## config.mk

```make
export PLATFORM = sky130hd
export DESIGN_NAME = spi_tgt_buffered
export DESIGN_NICKNAME = d
export VERILOG_FILES = /design/src/rtl/spi_tgt_pkg.sv /design/src/rtl/spi_tgt_sync.sv /design/src/rtl/spi_tgt_edge.sv /design/src/rtl/spi_tgt_shifter.sv /design/src/rtl/spi_tgt_buffered.sv
export SDC_FILE = /design/constraint.sdc
export NUM_CORES = 1
export LEC_CHECK = 0
export ABC_AREA = 0
export BUFFER_PORTS_ARGS = -buffer_cell sky130_fd_sc_hd__buf_2
export CORE_ASPECT_RATIO = 1.5
export CORE_UTILIZATION = 36
export CTS_CLUSTER_SIZE = 20
export DETAILED_ROUTE_END_ITERATION = 6
export SYNTH_ARGS = -nofsm -noshare
export SYNTH_HDL_FRONTEND = slang
export SYNTH_HIERARCHICAL = 1
export SYNTH_SLANG_ARGS = --single-unit
```

## constraint.sdc

```tcl
create_clock -name clk -period 6.3 [get_ports clk]
set_clock_uncertainty 0.2 [all_clocks]
set_input_delay 1.26 -clock clk [delete_from_list [all_inputs] [get_ports clk]]
set_output_delay 1.26 -clock clk [all_outputs]
set_load 0.1 [all_outputs]
```

## src/rtl/spi_tgt_pkg.sv

```systemverilog
package spi_tgt_pkg;

    typedef enum logic {
        PH_IDLE  = 1'b0,
        PH_SHIFT = 1'b1
    } phase_t;

    typedef struct packed {
        logic lead;
        logic trail;
    } sck_ev_t;

endpackage

```

## src/rtl/spi_tgt_sync.sv

```systemverilog
module spi_tgt_sync #(
    parameter int unsigned WIDTH = 3,
    parameter int unsigned STAGES = 2,
    parameter logic [WIDTH-1:0] RST_VAL = '0
) (
    input  logic             clk,
    input  logic             rst_n,
    input  logic [WIDTH-1:0] d_i,
    output logic [WIDTH-1:0] q_o
);

    logic [WIDTH-1:0] stg_d [STAGES];
    logic [WIDTH-1:0] stg_q [STAGES];

    always_comb begin
        stg_d[0] = d_i;
        for (int i = 1; i < STAGES; i++) begin
            stg_d[i] = stg_q[i-1];
        end
    end

    genvar g;
    generate
        for (g = 0; g < STAGES; g++) begin : g_stage
            always_ff @(posedge clk or negedge rst_n) begin
                if (!rst_n) begin
                    stg_q[g] <= RST_VAL;
                end else begin
                    stg_q[g] <= stg_d[g];
                end
            end
        end
    endgenerate

    assign q_o = stg_q[STAGES-1];

endmodule

```

## src/rtl/spi_tgt_edge.sv

```systemverilog
module spi_tgt_edge
    import spi_tgt_pkg::*;
(
    input  logic    clk,
    input  logic    rst_n,
    input  logic    cpol_i,
    input  logic    sck_i,
    input  logic    ss_n_i,
    output sck_ev_t ev_o,
    output logic    ss_fall_o
);

    typedef struct packed {
        logic sck_prev;
        logic ss_prev;
    } edge_st_t;

    edge_st_t st_d, st_q;
    logic     rise, fall;

    always_comb begin
        st_d.sck_prev = sck_i;
        st_d.ss_prev  = ss_n_i;
        rise          = sck_i & ~st_q.sck_prev;
        fall          = ~sck_i & st_q.sck_prev;
        ev_o.lead     = cpol_i ? fall : rise;
        ev_o.trail    = cpol_i ? rise : fall;
        ss_fall_o     = st_q.ss_prev & ~ss_n_i;
    end

    always_ff @(posedge clk or negedge rst_n) begin
        if (!rst_n) begin
            st_q.sck_prev <= 1'b0;
            st_q.ss_prev  <= 1'b1;
        end else begin
            st_q <= st_d;
        end
    end

    AST_EDGES_EXCLUSIVE: assert property (@(posedge clk) disable iff (!rst_n)
        !(ev_o.lead && ev_o.trail));

endmodule

```

## src/rtl/spi_tgt_shifter.sv

```systemverilog
module spi_tgt_shifter
    import spi_tgt_pkg::*;
#(
    parameter int unsigned W = 8
) (
    input  logic         clk,
    input  logic         rst_n,
    input  logic         cpha_i,
    input  sck_ev_t      ev_i,
    input  logic         ss_fall_i,
    input  logic         ss_n_i,
    input  logic         mosi_i,
    input  logic [W-1:0] load_i,
    output logic         miso_o,
    output logic         miso_oe_o,
    output logic [W-1:0] rx_data_o,
    output logic         done_o
);

    localparam int unsigned CW   = (W > 2) ? $clog2(W) : 1;
    localparam logic [CW-1:0] LAST = CW'(W - 1);

    typedef struct packed {
        phase_t        ph;
        logic [CW-1:0] cnt;
        logic [W-1:0]  tsh;
        logic [W-1:0]  rsh;
        logic          miso;
        logic          oe;
        logic [W-1:0]  rx;
        logic          done;
    } shf_st_t;

    shf_st_t      st_d, st_q;
    logic         sample_ev, shift_ev, start_ev;
    logic [W-1:0] rx_next;

    always_comb begin
        sample_ev = cpha_i ? ev_i.trail : ev_i.lead;
        shift_ev  = cpha_i ? ev_i.lead  : ev_i.trail;
        start_ev  = cpha_i ? ev_i.lead  : ss_fall_i;
        rx_next   = {st_q.rsh[W-2:0], mosi_i};

        st_d      = st_q;
        st_d.done = 1'b0;
        st_d.oe   = ~ss_n_i;

        if (ss_n_i) begin
            st_d.ph  = PH_IDLE;
            st_d.cnt = '0;
        end else if (st_q.ph == PH_IDLE) begin
            if (start_ev) begin
                st_d.ph   = PH_SHIFT;
                st_d.cnt  = '0;
                st_d.tsh  = load_i;
                st_d.miso = load_i[W-1];
                st_d.rsh  = '0;
            end
        end else begin
            if (sample_ev) begin
                st_d.rsh = rx_next;
                if (st_q.cnt == LAST) begin
                    st_d.ph   = PH_IDLE;
                    st_d.cnt  = '0;
                    st_d.rx   = rx_next;
                    st_d.done = 1'b1;
                end else begin
                    st_d.cnt = st_q.cnt + 1'b1;
                end
            end
            if (shift_ev) begin
                st_d.tsh  = {st_q.tsh[W-2:0], 1'b0};
                st_d.miso = st_q.tsh[W-2];
            end
        end
    end

    always_ff @(posedge clk or negedge rst_n) begin
        if (!rst_n) begin
            st_q.ph   <= PH_IDLE;
            st_q.cnt  <= '0;
            st_q.tsh  <= '0;
            st_q.rsh  <= '0;
            st_q.miso <= 1'b0;
            st_q.oe   <= 1'b0;
            st_q.rx   <= '0;
            st_q.done <= 1'b0;
        end else begin
            st_q <= st_d;
        end
    end

    assign miso_o    = st_q.miso;
    assign miso_oe_o = st_q.oe;
    assign rx_data_o = st_q.rx;
    assign done_o    = st_q.done;

    AST_DONE_ONE_CYCLE: assert property (@(posedge clk) disable iff (!rst_n)
        st_q.done |=> !st_q.done);
    AST_DONE_AFTER_RUN: assert property (@(posedge clk) disable iff (!rst_n)
        st_q.done |-> $past(st_q.ph == PH_SHIFT));
    AST_ABORT_SILENT: assert property (@(posedge clk) disable iff (!rst_n)
        (st_q.ph == PH_SHIFT && ss_n_i) |=> (!st_q.done && st_q.ph == PH_IDLE));
    AST_OE_RELEASED: assert property (@(posedge clk) disable iff (!rst_n)
        ss_n_i |=> !miso_oe_o);
    AST_SHIFT_LOCKED: assert property (@(posedge clk) disable iff (!rst_n)
        (st_q.ph == PH_SHIFT && !ss_n_i && !shift_ev) |=> $stable(st_q.tsh));

endmodule

```

## src/rtl/spi_tgt_buffered.sv

```systemverilog
module spi_tgt_buffered
    import spi_tgt_pkg::*;
#(
    parameter int unsigned W = 8,
    parameter int unsigned SYNC_STAGES = 2
) (
    input  logic         clk,
    input  logic         rst_n,
    input  logic         cfg_cpol,
    input  logic         cfg_cpha,
    input  logic         sck_i,
    input  logic         mosi_i,
    input  logic         ss_n_i,
    output logic         miso_o,
    output logic         miso_oe_o,
    input  logic         wr_en_i,
    input  logic [W-1:0] wr_data_i,
    output logic [W-1:0] rx_data_o,
    output logic         done_o
);

    localparam int unsigned NPIN = 3;
    localparam logic [NPIN-1:0] PIN_RST = 3'b100;

    logic [NPIN-1:0] pins_s;
    logic            sck_s, mosi_s, ss_s;
    sck_ev_t         ev;
    logic            ss_fall;
    logic [W-1:0]    hold_d, hold_q;

    spi_tgt_sync #(
        .WIDTH  (NPIN),
        .STAGES (SYNC_STAGES),
        .RST_VAL(PIN_RST)
    ) u_sync (
        .clk  (clk),
        .rst_n(rst_n),
        .d_i  ({ss_n_i, mosi_i, sck_i}),
        .q_o  (pins_s)
    );

    assign sck_s  = pins_s[0];
    assign mosi_s = pins_s[1];
    assign ss_s   = pins_s[2];

    spi_tgt_edge u_edge (
        .clk      (clk),
        .rst_n    (rst_n),
        .cpol_i   (cfg_cpol),
        .sck_i    (sck_s),
        .ss_n_i   (ss_s),
        .ev_o     (ev),
        .ss_fall_o(ss_fall)
    );

    always_comb begin
        hold_d = wr_en_i ? wr_data_i : hold_q;
    end

    always_ff @(posedge clk or negedge rst_n) begin
        if (!rst_n) begin
            hold_q <= '0;
        end else begin
            hold_q <= hold_d;
        end
    end

    spi_tgt_shifter #(.W(W)) u_shf (
        .clk      (clk),
        .rst_n    (rst_n),
        .cpha_i   (cfg_cpha),
        .ev_i     (ev),
        .ss_fall_i(ss_fall),
        .ss_n_i   (ss_s),
        .mosi_i   (mosi_s),
        .load_i   (hold_q),
        .miso_o   (miso_o),
        .miso_oe_o(miso_oe_o),
        .rx_data_o(rx_data_o),
        .done_o   (done_o)
    );

    AST_HOLD_KEEPS: assert property (@(posedge clk) disable iff (!rst_n)
        !wr_en_i |=> $stable(hold_q));

endmodule

```

After elaboration in Yosys (flattened, before gate mapping)
Cells that the tools add are included.
Widths: inputs -> output; s select.
{ "word_totals": {"input_bits": 16, "out_inout_bits": 11, "wordCells": 48, "reg_bits": 45} }
{ "classes": {"n_mux": 18, "n_reduce_logical": 6, "n_addsub": 1, "eq_ne": 4, "bitwise_logic": 6} }
{ "ops": {"columns": ["operator", "n"], "rows": [
  ["$mux 21", 2],
  ["$mux 8", 2],
  ["$mux 1", 11],
  ["$mux 4", 2],
  ["$reduce_and 3->1", 2],
  ["$ne 2x2->1 const B", 2],
  ["$reduce_and 4->1", 1],
  ["$add 3x1->3 const B", 1],
  ["$and 1x1->1", 3],
  ["$eq 3x3->1 const B", 1],
  ["$mux 3", 1],
  ["$ne 3x3->1 const B", 1],
  ["$not 1->1", 3],
  ["$reduce_bool 3->1", 1],
  ["$reduce_and 2->1", 1],
  ["$reduce_bool 2->1", 1]
]} }

Depth between registers and ports, before layout
Gate-level depths: netlist of run 1.
{ "depth": {"depth_word": 7, "mapped_depth": 6, "ltp_nobuf": 5} }

Hierarchy
The synthesis of run 1 kept the hierarchy.
{ "by_module_without_submodules": {"columns": ["module", "area_per_inst_um2", "instances", "seq_area_each_um2", "cells_per_inst"], "rows": [
  ["spi_tgt_shifter", 1478.9, 1, 725.7, 132],
  ["spi_tgt_buffered", 331.6, 1, 200.2, 17],
  ["spi_tgt_sync", 152.6, 1, 152.6, 6],
  ["spi_tgt_edge", 91.3, 1, 51.3, 7]
]} }

Worst setup path before layout of run 1
Ideal clock, no wire load.
{ "synth_path": {"kind": "input port to flip-flop", "startpoint": "input cfg_cpol", "endpoint": "register u_shf.st_q, in the netlist u_shf/miso_o", "required_time_ns": 5.975, "t_arrival_ns": 2.609, "path_stages": 4, "setup_ns": 0.125, "path_slack_ns": 3.366, "n_path_buf": 0, "path_cell_list": "mux2i_1 and2b_2 a211oi_4 mux2_2"} }
{ "synth_between": {"elab_chain_cells": 4, "word_cells_on_any_way": 7, "cone_classes": "eq/ne (1); mux (4); reduce/logical (2)"} }
{ "synth_rtl": {"columns": ["element", "line_no", "source"], "rows": [
  ["start: declaration", "spi_tgt_buffered.sv:9", "input logic cfg_cpol,"],
  ["$mux 1, on equally long branches", "spi_tgt_edge.sv:27, spi_tgt_edge.sv:26", null],
  ["$mux 1, on equally long branches", "spi_tgt_shifter.sv:40, spi_tgt_shifter.sv:41", null],
  ["$ne 2x2->1 (no line) / $reduce_bool 2->1 (equally long branches)", null, null],
  ["$reduce_and 3->1 (no line) (*)", null, null],
  ["end signal: assignment", "spi_tgt_shifter.sv:89", "st_q <= st_d;"],
  ["end: declaration", "spi_tgt_shifter.sv:34", "shf_st_t st_d, st_q;"]
]} }
Every way passes the cells marked *; elsewhere a longest branch is shown, timed or not.
A chain may end at the register's enable or synchronous reset.

==> results of run 1 <==
[through the flow]
stage               cell area (sq um)  total power, mW  setup slack, ps  hold WS [ps]
floorplan                        2050            0.414             3370           131
global placement                 2170            0.435             3100           134
detailed placement               2170            0.439             3080           135
CTS                              2250            0.608             3390           155
global route                     2250            0.630             3280           163
finish                           2250            0.598             3380           152
[critical path: cells and delay by family]
| family | cells | cell delay (ps) |
|---|---|---|
| mux | 2 | 790 |
| compound gates | 1 | 450 |
| simple gates | 1 | 290 |
| buf+inv | 1 | 100 |
[logic make-up (layout without fill, tap and decap cells)]
logic type / Yosys count / count (layout)
buffers and inverters: 25 / 44
AO/OA/AOI/OAI: 19 / 19
multiplexers: 31 / 31
adder cells (fa/ha/maj): 2 / 2
AND/OR/NAND/NOR: 40 / 40
flip-flops: 45 / 45
[layout make-up]
type                    count  area, sq um
clock buffers               6         72.6
well taps                  70         87.6
inverters                  10         37.5
clock inverters             2         10.0
repair buffers             26          130
multi-input cells          92          786
flip-flops and latches     45         1130
fillers                   545         3240
[synthesized netlist by cell type (all sizes together) (2+ instances only)]
library cell | number | area (sq um)
nand4 | 8 | 56.3
o211ai | 7 | 52.6
nor2b | 2 | 12.5
buf | 12 | 88.8
o21ai | 7 | 35.0
nand2 | 17 | 63.8
clkbuf | 3 | 12.5
dfrtp | 42 | 1050
mux2 | 25 | 315
ha | 2 | 25.0
inv | 10 | 37.5
dfstp | 3 | 78.8
o2bb2ai | 2 | 17.5
mux2i | 6 | 85.1
nand2b | 8 | 50.1
[layer usage]
layer  up-vias  global-route usage (%)  part of all wire (%)
li1        588                       -                     -
met2        27                    18.4                    49
met4         0                    5.68                   2.1
met5         -                       0                     0
met3         5                    3.62                   4.2
met1       593                    14.2                    44
[layout by cell type, fill, tap and decap left out]
cell type	Yosys	layout
a311oi_1	1	1
nor2b_1	2	2
nor2_1	1	1
mux2i_1	4	4
clkinv_2	0	2
and3_1	1	1
nor3b_1	1	1
o211ai_1	7	7
or2b_1	1	1
dfstp_2	3	3
nand2_1	17	17
dfrtp_1	42	42
mux2_2	16	16
clkbuf_8	0	5
and2b_2	1	1
mux2i_4	2	2
o21ai_0	7	7
nand2b_1	8	8
inv_1	10	10
clkbuf_1	2	1
buf_2	2	26
mux2_4	9	9
ha_1	2	2
nand4_2	1	1
a2bb2o_1	1	1
a211oi_4	1	1
o2bb2ai_1	2	2
nand4_1	7	7
[sequential cells by signal (all words and copies together) (netlist names)]
signal           flops
u_shf/rx_data_o      8
u_shf/rx_next        7
u_edge/st_q          2
u_shf/done_o         1
u_shf/miso_oe_o      1
u_sync/stg_d         3
u_shf/miso_o         1
u_shf/st_q          11
hold_q               8
u_sync/q_o           3
[worst paths after layout]
check / startpoint / slack [ps] / end
setup / recovery: cfg_cpol / 3380 / u_shf/st_q[25]
hold / removal: u_sync/stg_d[0] / 150 / u_sync/q_o[0]
setup reg to reg: u_shf/st_q[30] / 3870 / u_shf/st_q[25]
hold reg to reg: u_sync/stg_d[0] / 150 / u_sync/q_o[0]
max in group asynchronous: rst_n / 4370 / u_shf/st_q[24]
min in group asynchronous: rst_n / 920 / u_shf/rx_data_o[2]
[where the power goes]
| part | total (mW) | switching [mW] | internal (mW) |
|---|---|---|---|
| Clock | 0.168 | 0.0907 | 0.0769 |
| Sequential | 0.344 | 0.0252 | 0.319 |
| Combinational | 0.0869 | 0.0472 | 0.0397 |
| Total | 0.598 | 0.163 | 0.435 |
==> out/metrics.cfg, run 1 <==
[outcome]
status = finished clean

[clock_tree]
clkTransAtPathRegs_ps = 80
htree_levels = 2
cts_setup_buffers = 0
clk_path_buf_depth = 2
cts_hold_buf = 0
cts-root-buf = clkbuf_8
cts_resized = 0
clk_latency_ps = 290
clock_sinks = 45
cts_buffers = 5
cts_tree = yes

[floorplan]
fp.coreArea_sq_um = 5490
rows = 33
fp.dieH_microns = 94.5
floorplan.initialDensity_pct = 37.4
die_w_microns = 63.7
pin_count = 27
die_area_sq_um = 6020

[hold_path]
worstHoldPathType = reg2reg
holdPathStages = 0

[grt]
grt_pass1_vias = 1152
grt.total_usage_pct = 11.6
overflow = 0
grt_antenna_before_repair = 0
grt_max_degree = 46
grt_pass1_wl_microns = 5290

[routing]
vias_per_cell = 4.83
drt_wl_total_microns = 3030
vias = 1213
drc = 0
first_iter_violations = 21
wl_per_cell_microns = 12.1
ant_nets = 0
firstDrtPassIters = 4

[power_and_ir_drop]
p_per_area_nw_per_um2 = 266
p_leak_nw = 1.12
vdd_drop_max_v = 0.000148

[worst_setup_path]
slowest_delay_ps = 450
rr_worst_depth = 3
worst_ep_arrival_time_ps = 2900
worstSetupPathType = in2reg
end_kind = flip-flop
critical_path_peak_fanout = 8
start_kind = primary input
crit_required_ps = 6280
cp_cell_sequence = buf_2 > mux2i_1 > and2b_2 > a211oi_4 > mux2_2
crit_slowest_cell = a211oi_4

[yosys]
syn-instance-count = 162
syn-num-nets = 180
synth_flop_cell = dfrtp_1
ys_seq_elements = 45
avgSynthCellArea_sq_um = 12.7
synth_seq_area_share_pct = 55.0
ys_async_sr_fraction_pct = 100
synth_fa_ha_area_share_pct = 1.22
synth_compound_area_share_pct = 7.00
ys_warn_count = 6
synth-edff-count = 0
synth.distinct_cells = 29
synthMuxAreaShare_pct = 19.5
synth-simple-area-share_pct = 10.5
synthXorXnorAreaFrac_pct = 0
synth_top_family_by_area = multiplexers
syn_area_sq_um = 2050

[sta]
tns_ps = 0
period_minus_slack_ps = 2920
slew_headroom_pct = 34.5
drv_slew = 0
rsz0062_at_grt = no
finalHoldViolations = 0
finalSetupViolations = 0
worst_pin_slew_ps = 982
period_share_pct = 46.3
timing.fmax_mhz = 343

[cells_and_area]
syn_to_final_growth_pct = 9.68
final_nets = 198
drive_gt1_share_pct = 36.5
utilization_pct = 41.0
instances_no_fill = 251
antenna_cells = 0

[placement]
place.gp.congestion = 0.680
dp_cells = 243
io_buffers = 26
dp_hpwl_microns = 2070

[job]
maxCapViolCount = 0

(Power assumes the default switching activity.)
==> inputs of run 2 (changes only) <==
==> constraint.sdc (replaced) <==
create_clock -name clk -period 2.6 [get_ports clk]
set_clock_uncertainty 0.2 [all_clocks]
set_input_delay 0.52 -clock clk [delete_from_list [all_inputs] [get_ports clk]]
set_output_delay 0.52 -clock clk [all_outputs]
set_load 0.1 [all_outputs]
==> run 2 against run 1 <==
Compared with the run above: die area unchanged; largest power group unchanged; largest cell class unchanged; first-iteration DRC count is 110% higher; register-to-register slack worse by 3500 ps; clock power grew to 2.6 times the previous value; global-route usage rose by 0.63 points; total power increased by 150%; sequential power is 140% higher; via count is 0.66% higher; utilization up 0.68 points; count of clock-buffer cells in the layout rose by 2.
==> out/metrics.cfg, run 2 (synthesis gave the netlist of run 1 again) <==
[floorplan]
fp.coreArea_sq_um = 5490
die_area_sq_um = 6020
rows = 33
floorplan.initialDensity_pct = 37.4
pin_count = 27
die_w_microns = 63.7
fp.dieH_microns = 94.5

[grt]
grt_max_degree = 46
grt_pass1_vias = 1275
overflow = 0
grt_antenna_before_repair = 0
grt_pass1_wl_microns = 5580
grt.total_usage_pct = 12.2

[sta]
timing.fmax_mhz = 455
period_share_pct = 84.6
slew_headroom_pct = 63.7
layout_setup_ws_ps = 400
finalSetupViolations = 0
worst_pin_slew_ps = 544
tns_ps = 0
period_minus_slack_ps = 2200
rsz0062_at_grt = no
drv_slew = 0
finalHoldViolations = 0

[worst_setup_path]
critical_path_peak_fanout = 8
worstSetupPathType = reg2reg
start_kind = flip-flop
worst_ep_arrival_time_ps = 2170
crit_required_ps = 2570
end_kind = flip-flop

[clock_tree]
cts_buffers = 5
clkTransAtPathRegs_ps = 80
cts_tree = yes
htree_levels = 2
clk_path_buf_depth = 2
cts_setup_buffers = 0
cts-root-buf = clkbuf_8
clk_latency_ps = 280
clock_sinks = 45
cts_hold_buf = 0
cts_resized = 0

[cells_and_area]
fillers = 533
antenna_cells = 0
layout.cells.most_common = dfrtp_1
instances_no_fill = 255
largest_register_ffs = 11
final_cell_mix = dfrtp_1, buf_2, nand2_1
final_nets = 202
drive_gt1_share_pct = 37.3
syn_to_final_growth_pct = 11.5
top_register = u_shf/st_q
stdcell_area_sq_um = 2290

[power_and_ir_drop]
pwr-share-seq_pct = 55.5
internal-power_mw = 1.09
power_switching_mw = 0.396
p_leak_nw = 1.14
power_frac_clock_pct = 29.2
p_total_mw = 1.49
power_switching_share_pct = 26.6
p_per_area_nw_per_um2 = 649
vdd_drop_max_v = 0.000369
combPwrFrac_pct = 15.4

[placement]
dp_hpwl_microns = 2180
dp_cells = 247
place_area_sq_um = 2200
io_buffers = 26
place.gp.congestion = 0.671
dp_slack_ps = 292

[routing]
ant_nets = 0
vias_per_cell = 4.79
maxUsedRoutingLayer = met4
wl_met3_microns = 130
drc = 0
wirelength_met1_microns = 1350
firstDrtPassIters = 4
first_iter_violations = 44
drt_wl_total_microns = 3120
wl_met2_microns = 1580
wl_per_cell_microns = 12.2
vias = 1221

[outcome]
status = finished clean

[job]
maxCapViolCount = 0

[hold_path]
worstHoldPathType = in2async

## run 2: worst max-delay path, stage by stage, from the launching register on
cell and delay [ps]:
dfrtp_1 370, or2b_1 230, mux2i_1 230, mux2i_1 170
a211oi_4 490, mux2_2 400
## run 2: final timing paths
kind	startpoint	endpoint	slack (ps)	cells after the start
worst max-delay path	u_edge/st_q[1]	u_shf/miso_o	400	5
worst min-delay path	rst_n	u_shf/done_o	100	2
worst max register to register	u_edge/st_q[1]	u_shf/miso_o	400	5
worst min register to register	u_sync/stg_d[1]	u_sync/q_o[1]	150	0
max in group asynchronous	rst_n	u_sync/stg_d[2]	1720	2
min in group clk	ss_n_i	u_sync/stg_d[2]	130	1
## run 2: area by class of cell
cell class | instances | area (sq um) | area share [%]
Tap cell | 70 | 87.6 | 3.82
Clock buffer | 8 | 90.1 | 3.93
Inverter | 10 | 37.5 | 1.64
Sequential cell | 45 | 1130 | 49.3
Multi-Input combinational cell | 92 | 786 | 34.3
Timing Repair Buffer | 30 | 160 | 6.99
## run 2: power groups by stage
stage	Clock [mW]	Sequential [mW]	Combinational, mW
detailed placement	0	0.840	0.233
global route	0.478	0.836	0.254
floorplan	0	0.849	0.156
finish	0.433	0.825	0.229
global placement	0	0.835	0.227
CTS	0.452	0.826	0.233
## run 2: per-stage QoR
step           hold WS, ps  util (%)
3_5_place_dp           137      40.1
6_report               102      41.7
3_3_place_gp           134      40.1
2_1_floorplan         24.4         -
5_1_grt                104      41.7
4_1_cts                111      41.7
## run 2: metal layers
| metal | vias to the layer above | GRT usage (%) |
|---|---|---|
| met4 | 0 | 5.11 |
| met2 | 28 | 22.0 |
| met3 | 5 | 3.74 |
| met5 | - | 0 |
| li1 | 595 | - |
| met1 | 593 | 13.1 |
==> inputs of run 3 (changes only) <==
--- a/config.mk
+++ b/config.mk
@@ -5,7 +5,7 @@
 export SDC_FILE = /design/constraint.sdc
 export NUM_CORES = 1
 export LEC_CHECK = 0
-export ABC_AREA = 0
+export ABC_AREA = 1
 export BUFFER_PORTS_ARGS = -buffer_cell sky130_fd_sc_hd__buf_2
 export CORE_ASPECT_RATIO = 1.5
 export CORE_UTILIZATION = 36
==> constraint.sdc (replaced) <==
create_clock -name clk -period 2.3 [get_ports clk]
set_clock_uncertainty 0.2 [all_clocks]
set_input_delay 0.46 -clock clk [delete_from_list [all_inputs] [get_ports clk]]
set_output_delay 0.46 -clock clk [all_outputs]
set_load 0.1 [all_outputs]
==> run 3 against run 2 <==
Compared with the run above: die area fell by 3.1%; sequential cell count stayed put; clock power up 38%; register-to-register slack improved by 290 ps; non-clock buffer count fell by 3; sequential share of layout area grew 1.3 points.
==> out/metrics.cfg, run 3 <==
[routing]
drt_wl_total_microns = 3210
first_iter_violations = 45
firstDrtPassIters = 4
vias = 1403
vias_per_cell = 4.48
wl_per_cell_microns = 10.2
ant_nets = 0
drc = 0

[floorplan]
pin_count = 27
rows = 32
fp.coreArea_sq_um = 5250
fp.dieH_microns = 93.0
floorplan.initialDensity_pct = 37.9
die_area_sq_um = 5830
die_w_microns = 62.7

[power_and_ir_drop]
vdd_drop_max_v = 0.000319
p_per_area_nw_per_um2 = 727
p_total_mw = 1.62
p_leak_nw = 1.29

[cells_and_area]
largest_register_ffs = 11
top_register = u_shf/st_q
final_cell_mix = nand2_1, dfrtp_1, nand3_1
final_nets = 262
antenna_cells = 0
fillers = 548
syn_to_final_growth_pct = 12.3
layout.cells.most_common = nand2_1
drive_gt1_share_pct = 22.0

[worst_setup_path]
worst_ep_arrival_time_ps = 1090
critical_path_peak_fanout = 2
cp_cell_sequence = buf_2
start_kind = flip-flop
slowest_delay_ps = 430
worstSetupPathType = reg2out
worst-path-buf-inv = 1
path_depth = 1
end_kind = output pin
crit_required_ps = 1640
rr_worst_depth = 9
critPathTopFamily = buffers and inverters
crit_slowest_cell = buf_2

[clock_tree]
cts_buffers = 5
cts_tree = yes
clock_sinks = 45
htree_levels = 2
cts-root-buf = clkbuf_8
cts_resized = 0
cts_setup_buffers = 0
clk_latency_ps = 300
cts_hold_buf = 0
clk_path_buf_depth = 2
clkTransAtPathRegs_ps = 90

[yosys]
syn-instance-count = 221
synth_commonest_cells = nand2_1, dfrtp_1, nand3_1, buf_4
yosysMostFrequentCell = nand2_1
ys_seq_elements = 45
avgSynthCellArea_sq_um = 9.00
syn_area_sq_um = 1990
ys_top_cells_by_area = dfrtp_1, nand2_1, nand3_1
ys_async_sr_fraction_pct = 100
synth_flop_cell = dfrtp_1
synth_top_cell_area_share_pct = 52.8
synth_seq_area_share_pct = 56.8
synth-edff-count = 0
synth.distinct_cells = 18
ys_warn_count = 6
syn-num-nets = 239
yosys.area.top_type = dfrtp_1

[sta]
timing.fmax_mhz = 570
slew_headroom_pct = 63.3
finalHoldViolations = 0
hold-worst-slack_ps = 35.4
tns_ps = 0
drv_slew = 0
period_share_pct = 76.3
layout_setup_ws_ps = 546
finalSetupViolations = 0
worst_pin_slew_ps = 551
period_minus_slack_ps = 1750
rsz0062_at_grt = no

[placement]
place.gp.congestion = 0.705
dp_slack_ps = 532
io_buffers = 26
dp_hpwl_microns = 2260

[hold_path]
worstHoldPathType = in2async

[grt]
grt.total_usage_pct = 12.5
grt_antenna_before_repair = 0
overflow = 0
grt_max_degree = 46
grt_pass1_wl_microns = 5620
grt_pass1_vias = 1329

[job]
maxCapViolCount = 0

[outcome]
status = finished clean

run 3: cell count changes after synthesis, sizes merged, moves of 7 or more:
cell,change
nand2,+102
nand3,+29
mux2,-25
nand2b,-8
nand4,-8
o211ai,-7
run 3: cell families (layout without fill, tap and decap cells):
| group | Yosys count | count (layout) | share of synthesized area (%) |
|---|---|---|---|
| flip-flops | 45 | 45 | 56.8 |
| adder cells (fa/ha/maj) | 2 | 2 | 1.26 |
| buffers and inverters | 21 | 45 | 7.23 |
| AO/OA/AOI/OAI | 1 | 1 | 0.251 |
| AND/OR/NAND/NOR | 152 | 152 | 34.5 |
run 3: path summary, 6_finish.rpt:
kind                            startpoint                to  slack [ps]
setup / recovery              u_shf/miso_o            miso_o         550
hold / removal                       rst_n  u_shf/rx_next[5]          40
hold reg to reg            u_sync/stg_d[0]     u_sync/q_o[0]         150
setup reg to reg             u_sync/q_o[0]    u_shf/st_q[23]         690
min in group clk                    ss_n_i   u_sync/stg_d[2]          50
max in group asynchronous            rst_n   u_sync/stg_d[2]        1490
run 3: report_power, final:
| part | switching (mW) | internal (mW) |
|---|---|---|
| registers | 0.0315 | 0.837 |
| clock network | 0.272 | 0.325 |
| logic | 0.110 | 0.0480 |
run 3: cell type report:
class                      count  area [sq um]  area share [%]
clock buffer                   5          68.8            3.08
clock inverter                 3          46.3            2.07
inverter                      10          50.0            2.24
multi-input combinational    155           716            32.0
sequential                    45          1130            50.6
tap                           68          85.1            3.81
timing repair buffer          27           138            6.16
run 3: layer usage:
layer / vias up / wire length, microns / track usage (%)
met5: - / 0 / 0
met2: 25 / 1620 / 22.7
met1: 643 / 1410 / 12.9
li1: 729 / - / -
met4: 0 / 63 / 5.81
met3: 6 / 111 / 4.02
run 3: through the flow:
step	cells	util, %	instance area, sq um
global placement	305	40.4	2120
global route	313	42.6	2230
floorplan	221	-	1990
detailed placement	305	40.4	2120
CTS	313	42.6	2230
finish	313	42.6	2230
